$ cat src/rtl/gpio_irq_pkg.sv
package gpio_irq_pkg;

    typedef enum logic [2:0] {
        SEL_MODE   = 3'd0,
        SEL_SENSE  = 3'd1,
        SEL_ACK    = 3'd2,
        SEL_ENABLE = 3'd3,
        SEL_FILTER = 3'd4,
        SEL_STATUS = 3'd5
    } reg_sel_e;

    typedef enum logic {
        FLT_STEADY = 1'b0,
        FLT_SETTLE = 1'b1
    } flt_state_e;

endpackage

$ cat src/rtl/gpio_irq_filter.sv
module gpio_irq_filter
    import gpio_irq_pkg::*;
#(
    parameter int DB_LEN = 4
) (
    input  logic clk,
    input  logic rst_n,
    input  logic pin,
    output logic sync_o,
    output logic filt_o
);
    localparam int CW = (DB_LEN > 2) ? $clog2(DB_LEN) : 1;
    localparam logic [CW-1:0] LAST = CW'(DB_LEN - 1);

    logic [1:0]   meta_q;
    flt_state_e   state_q, state_n;
    logic [CW-1:0] cnt_q, cnt_n;
    logic         filt_q, filt_n;
    logic         differ;

    always_ff @(posedge clk or negedge rst_n) begin
        if (!rst_n) meta_q <= '0;
        else        meta_q <= {meta_q[0], pin};
    end

    assign sync_o = meta_q[1];
    assign differ = sync_o ^ filt_q;

    always_ff @(posedge clk or negedge rst_n) begin
        if (!rst_n) begin
            state_q <= FLT_STEADY;
            cnt_q   <= '0;
            filt_q  <= 1'b0;
        end else begin
            state_q <= state_n;
            cnt_q   <= cnt_n;
            filt_q  <= filt_n;
        end
    end

    always_comb begin
        state_n = state_q;
        cnt_n   = cnt_q;
        filt_n  = filt_q;
        unique case (state_q)
            FLT_STEADY: begin
                if (differ) begin
                    state_n = FLT_SETTLE;
                    cnt_n   = CW'(1);
                end
            end
            FLT_SETTLE: begin
                if (!differ) begin
                    state_n = FLT_STEADY;
                    cnt_n   = '0;
                end else if (cnt_q == LAST) begin
                    state_n = FLT_STEADY;
                    cnt_n   = '0;
                    filt_n  = sync_o;
                end else begin
                    cnt_n = cnt_q + CW'(1);
                end
            end
            default: begin
                state_n = FLT_STEADY;
                cnt_n   = '0;
            end
        endcase
    end

    assign filt_o = filt_q;

    property p_filter_full_run;
        @(posedge clk) disable iff (!rst_n)
        !$stable(filt_q) |-> ($past(cnt_q) == LAST && $past(state_q) == FLT_SETTLE);
    endproperty
    AST_FILTER_FULL_RUN: assert property (p_filter_full_run);

endmodule

$ cat src/rtl/gpio_irq_regs.sv
module gpio_irq_regs
    import gpio_irq_pkg::*;
#(
    parameter int N_PINS = 8
) (
    input  logic              clk,
    input  logic              rst_n,
    input  logic [2:0]        bus_addr,
    input  logic              bus_we,
    input  logic [N_PINS-1:0] bus_wdata,
    input  logic [N_PINS-1:0] status,
    output logic [N_PINS-1:0] bus_rdata,
    output logic [N_PINS-1:0] mode,
    output logic [N_PINS-1:0] sense,
    output logic [N_PINS-1:0] enable,
    output logic [N_PINS-1:0] filt_en,
    output logic [N_PINS-1:0] ack
);
    reg_sel_e sel;
    assign sel = reg_sel_e'(bus_addr);

    always_ff @(posedge clk or negedge rst_n) begin
        if (!rst_n) begin
            mode    <= '0;
            sense   <= '0;
            enable  <= '0;
            filt_en <= '0;
        end else if (bus_we) begin
            case (sel)
                SEL_MODE:   mode    <= bus_wdata;
                SEL_SENSE:  sense   <= bus_wdata;
                SEL_ENABLE: enable  <= bus_wdata;
                SEL_FILTER: filt_en <= bus_wdata;
                default: ;
            endcase
        end
    end

    assign ack = (bus_we && sel == SEL_ACK) ? bus_wdata : '0;

    always_comb begin
        case (sel)
            SEL_MODE:   bus_rdata = mode;
            SEL_SENSE:  bus_rdata = sense;
            SEL_ENABLE: bus_rdata = enable;
            SEL_FILTER: bus_rdata = filt_en;
            SEL_STATUS: bus_rdata = status;
            default:    bus_rdata = '0;
        endcase
    end

endmodule

$ cat src/rtl/gpio_irq_detect.sv
module gpio_irq_detect #(
    parameter int N_PINS = 8
) (
    input  logic              clk,
    input  logic              rst_n,
    input  logic [N_PINS-1:0] qual,
    input  logic [N_PINS-1:0] mode,
    input  logic [N_PINS-1:0] sense,
    input  logic [N_PINS-1:0] enable,
    input  logic [N_PINS-1:0] ack,
    output logic [N_PINS-1:0] status
);
    logic [N_PINS-1:0] prev_q, pend_q;
    logic [N_PINS-1:0] rise, fall, hit, evt, lvl;

    assign rise = qual & ~prev_q;
    assign fall = ~qual & prev_q;
    assign hit  = (sense & rise) | (~sense & fall);
    assign evt  = mode & enable & hit;
    assign lvl  = (sense & qual) | (~sense & ~qual);

    always_ff @(posedge clk or negedge rst_n) begin
        if (!rst_n) begin
            prev_q <= '0;
            pend_q <= '0;
        end else begin
            prev_q <= qual;
            pend_q <= (pend_q & ~ack) | evt;
        end
    end

    assign status = enable & ((mode & pend_q) | (~mode & lvl));

    property p_edge_needs_event;
        @(posedge clk) disable iff (!rst_n)
        1'b1 |=> ((pend_q & ~$past(pend_q) & ~$past(evt)) == '0);
    endproperty
    AST_EDGE_NEEDS_EVENT: assert property (p_edge_needs_event);

    property p_ack_clears;
        @(posedge clk) disable iff (!rst_n)
        1'b1 |=> ((pend_q & $past(ack & ~evt)) == '0);
    endproperty
    AST_ACK_CLEARS: assert property (p_ack_clears);

    property p_ack_race_keeps;
        @(posedge clk) disable iff (!rst_n)
        1'b1 |=> ((pend_q & $past(evt)) == $past(evt));
    endproperty
    AST_ACK_RACE_KEEPS: assert property (p_ack_race_keeps);

endmodule

$ cat src/rtl/gpio_irq_unit.sv
module gpio_irq_unit #(
    parameter int N_PINS = 8,
    parameter int DB_LEN = 4
) (
    input  logic              clk,
    input  logic              rst_n,
    input  logic [N_PINS-1:0] pin_in,
    input  logic [2:0]        bus_addr,
    input  logic              bus_we,
    input  logic [N_PINS-1:0] bus_wdata,
    output logic [N_PINS-1:0] bus_rdata,
    output logic [N_PINS-1:0] irq_line,
    output logic              irq_any
);
    logic [N_PINS-1:0] mode, sense, enable, filt_en, ack;
    logic [N_PINS-1:0] sync_v, filt_v, qual, status;

    gpio_irq_regs #(.N_PINS(N_PINS)) u_regs (
        .clk       (clk),
        .rst_n     (rst_n),
        .bus_addr  (bus_addr),
        .bus_we    (bus_we),
        .bus_wdata (bus_wdata),
        .status    (status),
        .bus_rdata (bus_rdata),
        .mode      (mode),
        .sense     (sense),
        .enable    (enable),
        .filt_en   (filt_en),
        .ack       (ack)
    );

    for (genvar i = 0; i < N_PINS; i++) begin : g_pin
        gpio_irq_filter #(.DB_LEN(DB_LEN)) u_filter (
            .clk    (clk),
            .rst_n  (rst_n),
            .pin    (pin_in[i]),
            .sync_o (sync_v[i]),
            .filt_o (filt_v[i])
        );
        assign qual[i] = filt_en[i] ? filt_v[i] : sync_v[i];
    end

    gpio_irq_detect #(.N_PINS(N_PINS)) u_detect (
        .clk    (clk),
        .rst_n  (rst_n),
        .qual   (qual),
        .mode   (mode),
        .sense  (sense),
        .enable (enable),
        .ack    (ack),
        .status (status)
    );

    assign irq_line = status;
    assign irq_any  = |status;

endmodule

$ cat config.mk
export PLATFORM = sky130hd
export DESIGN_NAME = gpio_irq_unit
export DESIGN_NICKNAME = d
export VERILOG_FILES = /design/src/rtl/gpio_irq_pkg.sv /design/src/rtl/gpio_irq_filter.sv /design/src/rtl/gpio_irq_regs.sv /design/src/rtl/gpio_irq_detect.sv /design/src/rtl/gpio_irq_unit.sv
export SDC_FILE = /design/constraint.sdc
export NUM_CORES = 1
export LEC_CHECK = 0
export BUFFER_PORTS_ARGS = -buffer_cell sky130_fd_sc_hd__buf_4
export CORE_MARGIN = 10
export CORE_UTILIZATION = 50
export DETAILED_ROUTE_END_ITERATION = 8
export PLACE_DENSITY = 0.77
export SETUP_SLACK_MARGIN = 0.15
export SLEW_MARGIN = 20
export SYNTH_ARGS = -nofsm -noshare
export SYNTH_HDL_FRONTEND = slang
export SYNTH_SLANG_ARGS = --single-unit
$ cat constraint.sdc
create_clock -name clk -period 1.9 [get_ports clk]
set_input_delay 0.285 -clock clk [delete_from_list [all_inputs] [get_ports clk]]
set_output_delay 0.285 -clock clk [all_outputs]
set_load 0.01 [all_outputs]
==> out/summary.txt <==
=================================================================================
Ordered cell list for the critical path                              mux2i_2 > mux2i_2 > a31oi_1 > a21oi_1 > buf_4
Top library cells by usage in the layout, fill and taps aside        96 x sky130_fd_sc_hd__dfrtp_1, 73 x sky130_fd_sc_hd__buf_4, 36 x sky130_fd_sc_hd__nand2_1
Drt total wl                                                             9.779 mm
Antenna Nets Post-Route                                                         0
# fillers                                                                     683
Compound-cell area share of the yosys netlist                              0.1427
Number of max-capacitance violations reported                                   0
Warnings from Yosys                                                             0
Die footprint                                                        0.01327 sq mm
Tightest Hold Check Type                                             input port to flip-flop
Post-synthesis xor/xnor area fraction                                     0.01546
Sum of buffers and inverters on the critical path                               1
Vias/cell                                                                   5.595
Worst Clk Skew                                                           8.376 ps
Detail-routed net length per standard cell                               16.66 um
Data required, critical path                                              1620 ps
Grt ovf                                                                         0
Initial Utilization                                                        0.5173
Most instantiated flip-flop cell in the synthesis netlist            sky130_fd_sc_hd__dfrtp_1
Post-synthesis cell area                                             0.004533 sq mm
Post-route cell area                                                 0.005535 sq mm
Worst-margin pin slew                                                    408.6 ps
Maximum number of pins on one net before global-route repair                   61
Number of I/O port buffers                                                     38
Total leakage power                                                      2.562 nW
Dpl hpwl                                                                 6.702 mm
Clock sinks                                                                    96
Setup repair after global routing missed its margin                          true
Cell with the most instances on the worst path                       sky130_fd_sc_hd__mux2i_2
Placed cell areas                                                    0.005030 sq mm
Synth Area in Adders                                                      0.02208
Number of placed I/O pins                                                      39
First-pass GRT wire length                                               16.37 mm
Yosys reg bits                                                                 96
Clock tree from TritonCTS                                                    done
Worst Setup Start Kind                                                  flip-flop
Synthesis-to-layout area growth                                            22.11%
Leading cell type in the layout, fill and taps excluded              sky130_fd_sc_hd__dfrtp_1
# H-tree levels                                                                 3
Initial antenna violation count                                                 0
Register clock-pin slew on the reported worst setup and hold paths          90 ps
Area taken by multi-input logic gates                                0.002022 sq mm
Worst slew slack as a fraction of its limit                                0.7276
Slew Limit Fails                                                                0
Layout cell share with drive strength beyond 1                             0.3570
Final Net Count                                                               505
Critical setup path kind                                             flip-flop to output pin
Arrival time reported for the critical path endpoint                      1860 ps
TritonRoute pass-1 iters                                                        4
Via count of the first global-routing pass                                   3397
Critical-path cell with the highest stage delay                      sky130_fd_sc_hd__dfrtp_1
Post-synthesis async set-or-reset flop share                                1.000
Cells after Synth                                                             387
Total track usage                                                          0.1509
Status                                                               finished with violations
Post-synthesis mux area share                                              0.1455
Peak ir drop on the vdd network                                          609.8 uV
Netlist cell types                                                             41
Final period demand of the worst path                                     2147 ps
Fin crit share                                                              1.130
Final count of hold timing violations                                           0
Number of buffers added by the clock tree synthesis step                        9
Starting DRT DRC Count                                                        196
Setup violators final                                                          17
Placeable core region                                                0.008763 sq mm
Cell Rows                                                                      34
Final Worst Setup Slack                                                 -246.7 ps
Maximum achievable frequency                                            465.8 MHz
Synth Net Count                                                               417
Sequential cell area                                                 0.002402 sq mm
Count of flip-flops with a built-in enable after synthesis                      0
Via Count                                                                    3284
Clock tree root driver cell                                          sky130_fd_sc_hd__clkbuf_8
Mean area per synthesized cell                                        11.71 sq um
Diode insertion count for antenna repair                                        0
Placed cell count                                                             540
Sequential element share of the synthesized area                           0.5299
Failing checks                                                       setup timing
Die H                                                                    115.2 um
Simple-gate share of the synthesized area                                  0.1076
Final design utilization                                                   0.6316
Clock insertion delay at the later pin of the skew report                  360 ps
DRC violation count after routing                                               0
Bufs on Longest Clock Path                                                      2
Pwr/cell area                                                        1268 mW/mm^2
Maximum net fanout on the critical path                                         3
Final Instance Count excl. Fillers                                            587
Die Span X                                                               115.2 um
Setup crit end kind                                                    output pin
Largest stage delay on the critical path                                   420 ps
Crit-path leading delay family                                       multiplexers
RD Place Congestion                                                        0.8356
Main combinational cell family by area after synthesis               multiplexers
=================================================================================
-- final cells by class --
| type | instances | share of cell area |
|---|---|---|
| clock buffers | 12 | 0.02622 |
| flip-flops and latches | 96 | 0.4340 |
| well taps | 108 | 0.02441 |
| repair buffers | 87 | 0.1304 |
| clock inverters | 3 | 0.003391 |
| multi-input cells | 257 | 0.3653 |
| inverters | 24 | 0.01627 |
-- sequential cells by signal, indices dropped and copies added, names as in the netlist --
| signal | count |
|---|---|
| u_regs.filt_en | 8 |
| u_detect.prev_q | 8 |
| g_pin.u_filter.state_q | 8 |
| u_regs.mode | 8 |
| g_pin.u_filter.cnt_q | 16 |
| g_pin.u_filter.meta_q | 16 |
| g_pin.u_filter.filt_o | 8 |
| u_regs.sense | 8 |
| u_regs.enable | 8 |
| u_detect.pend_q | 8 |
-- cell usage after synthesis (4+ instances only) --
library cell,number,share of area
sky130_fd_sc_hd__a21boi_0,6,0.0099
sky130_fd_sc_hd__a22oi_1,12,0.020
sky130_fd_sc_hd__ha_1,8,0.022
sky130_fd_sc_hd__xnor2_1,6,0.012
sky130_fd_sc_hd__nand2b_1,12,0.017
sky130_fd_sc_hd__dfrtp_1,96,0.53
sky130_fd_sc_hd__mux2_4,8,0.026
sky130_fd_sc_hd__a21oi_1,19,0.021
sky130_fd_sc_hd__mux2i_2,5,0.015
sky130_fd_sc_hd__a31o_2,4,0.0077
sky130_fd_sc_hd__and2_1,8,0.011
sky130_fd_sc_hd__o21a_1,8,0.013
sky130_fd_sc_hd__mux2_2,32,0.079
sky130_fd_sc_hd__mux2i_1,11,0.024
sky130_fd_sc_hd__buf_6,4,0.0099
sky130_fd_sc_hd__o21ai_0,10,0.011
sky130_fd_sc_hd__inv_1,23,0.019
sky130_fd_sc_hd__nand2_1,36,0.030
sky130_fd_sc_hd__nor2_1,9,0.0075
sky130_fd_sc_hd__a41o_1,5,0.011
sky130_fd_sc_hd__o22ai_1,19,0.026
sky130_fd_sc_hd__a32o_1,4,0.0088
sky130_fd_sc_hd__nor2b_1,12,0.017
-- cells by family (layout without fill, tap and decap cells) --
group,count (synthesis),in the layout
simple gates,90,90
xor+xnor,8,8
fa+ha+maj,8,8
buf+inv,34,126
mux,56,56
compound gates,95,95
flops,96,96
-- stage by stage --
stage / power (W) / hold slack, ps / setup TNS, ps / setup WS [ps]
final: 0.007021 / 23.10 / -1988 / -246.7
after global routing: 0.007569 / 3.951 / -3482 / -302.8
after detailed placement: 0.005451 / 273.1 / 0 / 88.82
after floorplan: 0.004712 / -10.59 / 0 / 282.4
after CTS: 0.006818 / 14.59 / -1754 / -229.3
after global placement: 0.005292 / 276.1 / 0 / 105.7
-- report_power, final --
| part | switching, W | internal [W] | leakage (nW) | total [W] |
|---|---|---|---|---|
| clock | 0.000663 | 0.000504 | 0.0862 | 0.00117 |
| combinational | 0.00111 | 0.00151 | 1.33 | 0.00262 |
| sequential | 0.000559 | 0.00267 | 1.15 | 0.00323 |
| total | 0.00233 | 0.00469 | 2.56 | 0.00702 |
-- repair_timing --
item / 4_1_cts / 5_1_grt
setup buffers: 17 / 14
setup endpoints to repair: 17 / 17
pin swaps: 13 / 4
hold endpoints to repair: 96 / 0
gates resized for setup: 10 / 16
hold buffers: 1 / 0
-- routing by layer --
metal / vias up / track usage / wire length [um]
met5: - / 0 / 0
met4: 0 / 0.04208 / 221
met3: 19 / 0.04531 / 626
met2: 94 / 0.2451 / 4720
met1: 1617 / 0.1908 / 4211
li1: 1554 / - / -
-- worst register-to-register path: cells and delay by family, from the launching register on --
kind                   cells  cell delay (ps)
flip-flops                 1              410
buffers and inverters      3              350
multiplexers               1              300
AO/OA/AOI/OAI              2              350
-- worst paths after layout --
check                                                      start                                      to  slack, ps  cells past startpoint
min in group asynchronous                                  rst_n  g_pin[5].u_filter.cnt_q[0]$_DFFE_PN0P_        440                      3
max                                u_regs.filt_en[6]$_DFFE_PN0P_                            bus_rdata[6]       -250                      5
max reg2reg                        u_regs.filt_en[2]$_DFFE_PN0P_            u_detect.pend_q[2]$_DFF_PN0_        390                      6
max in group asynchronous                                  rst_n            u_detect.prev_q[3]$_DFF_PN0_       1130                      3
min                                                    pin_in[7]   g_pin[7].u_filter.meta_q[0]$_DFF_PN0_         20                      1
min reg2reg                g_pin[2].u_filter.meta_q[0]$_DFF_PN0_   g_pin[2].u_filter.meta_q[1]$_DFF_PN0_        350                      0
Note: power is estimated with default switching activity, not from simulation.
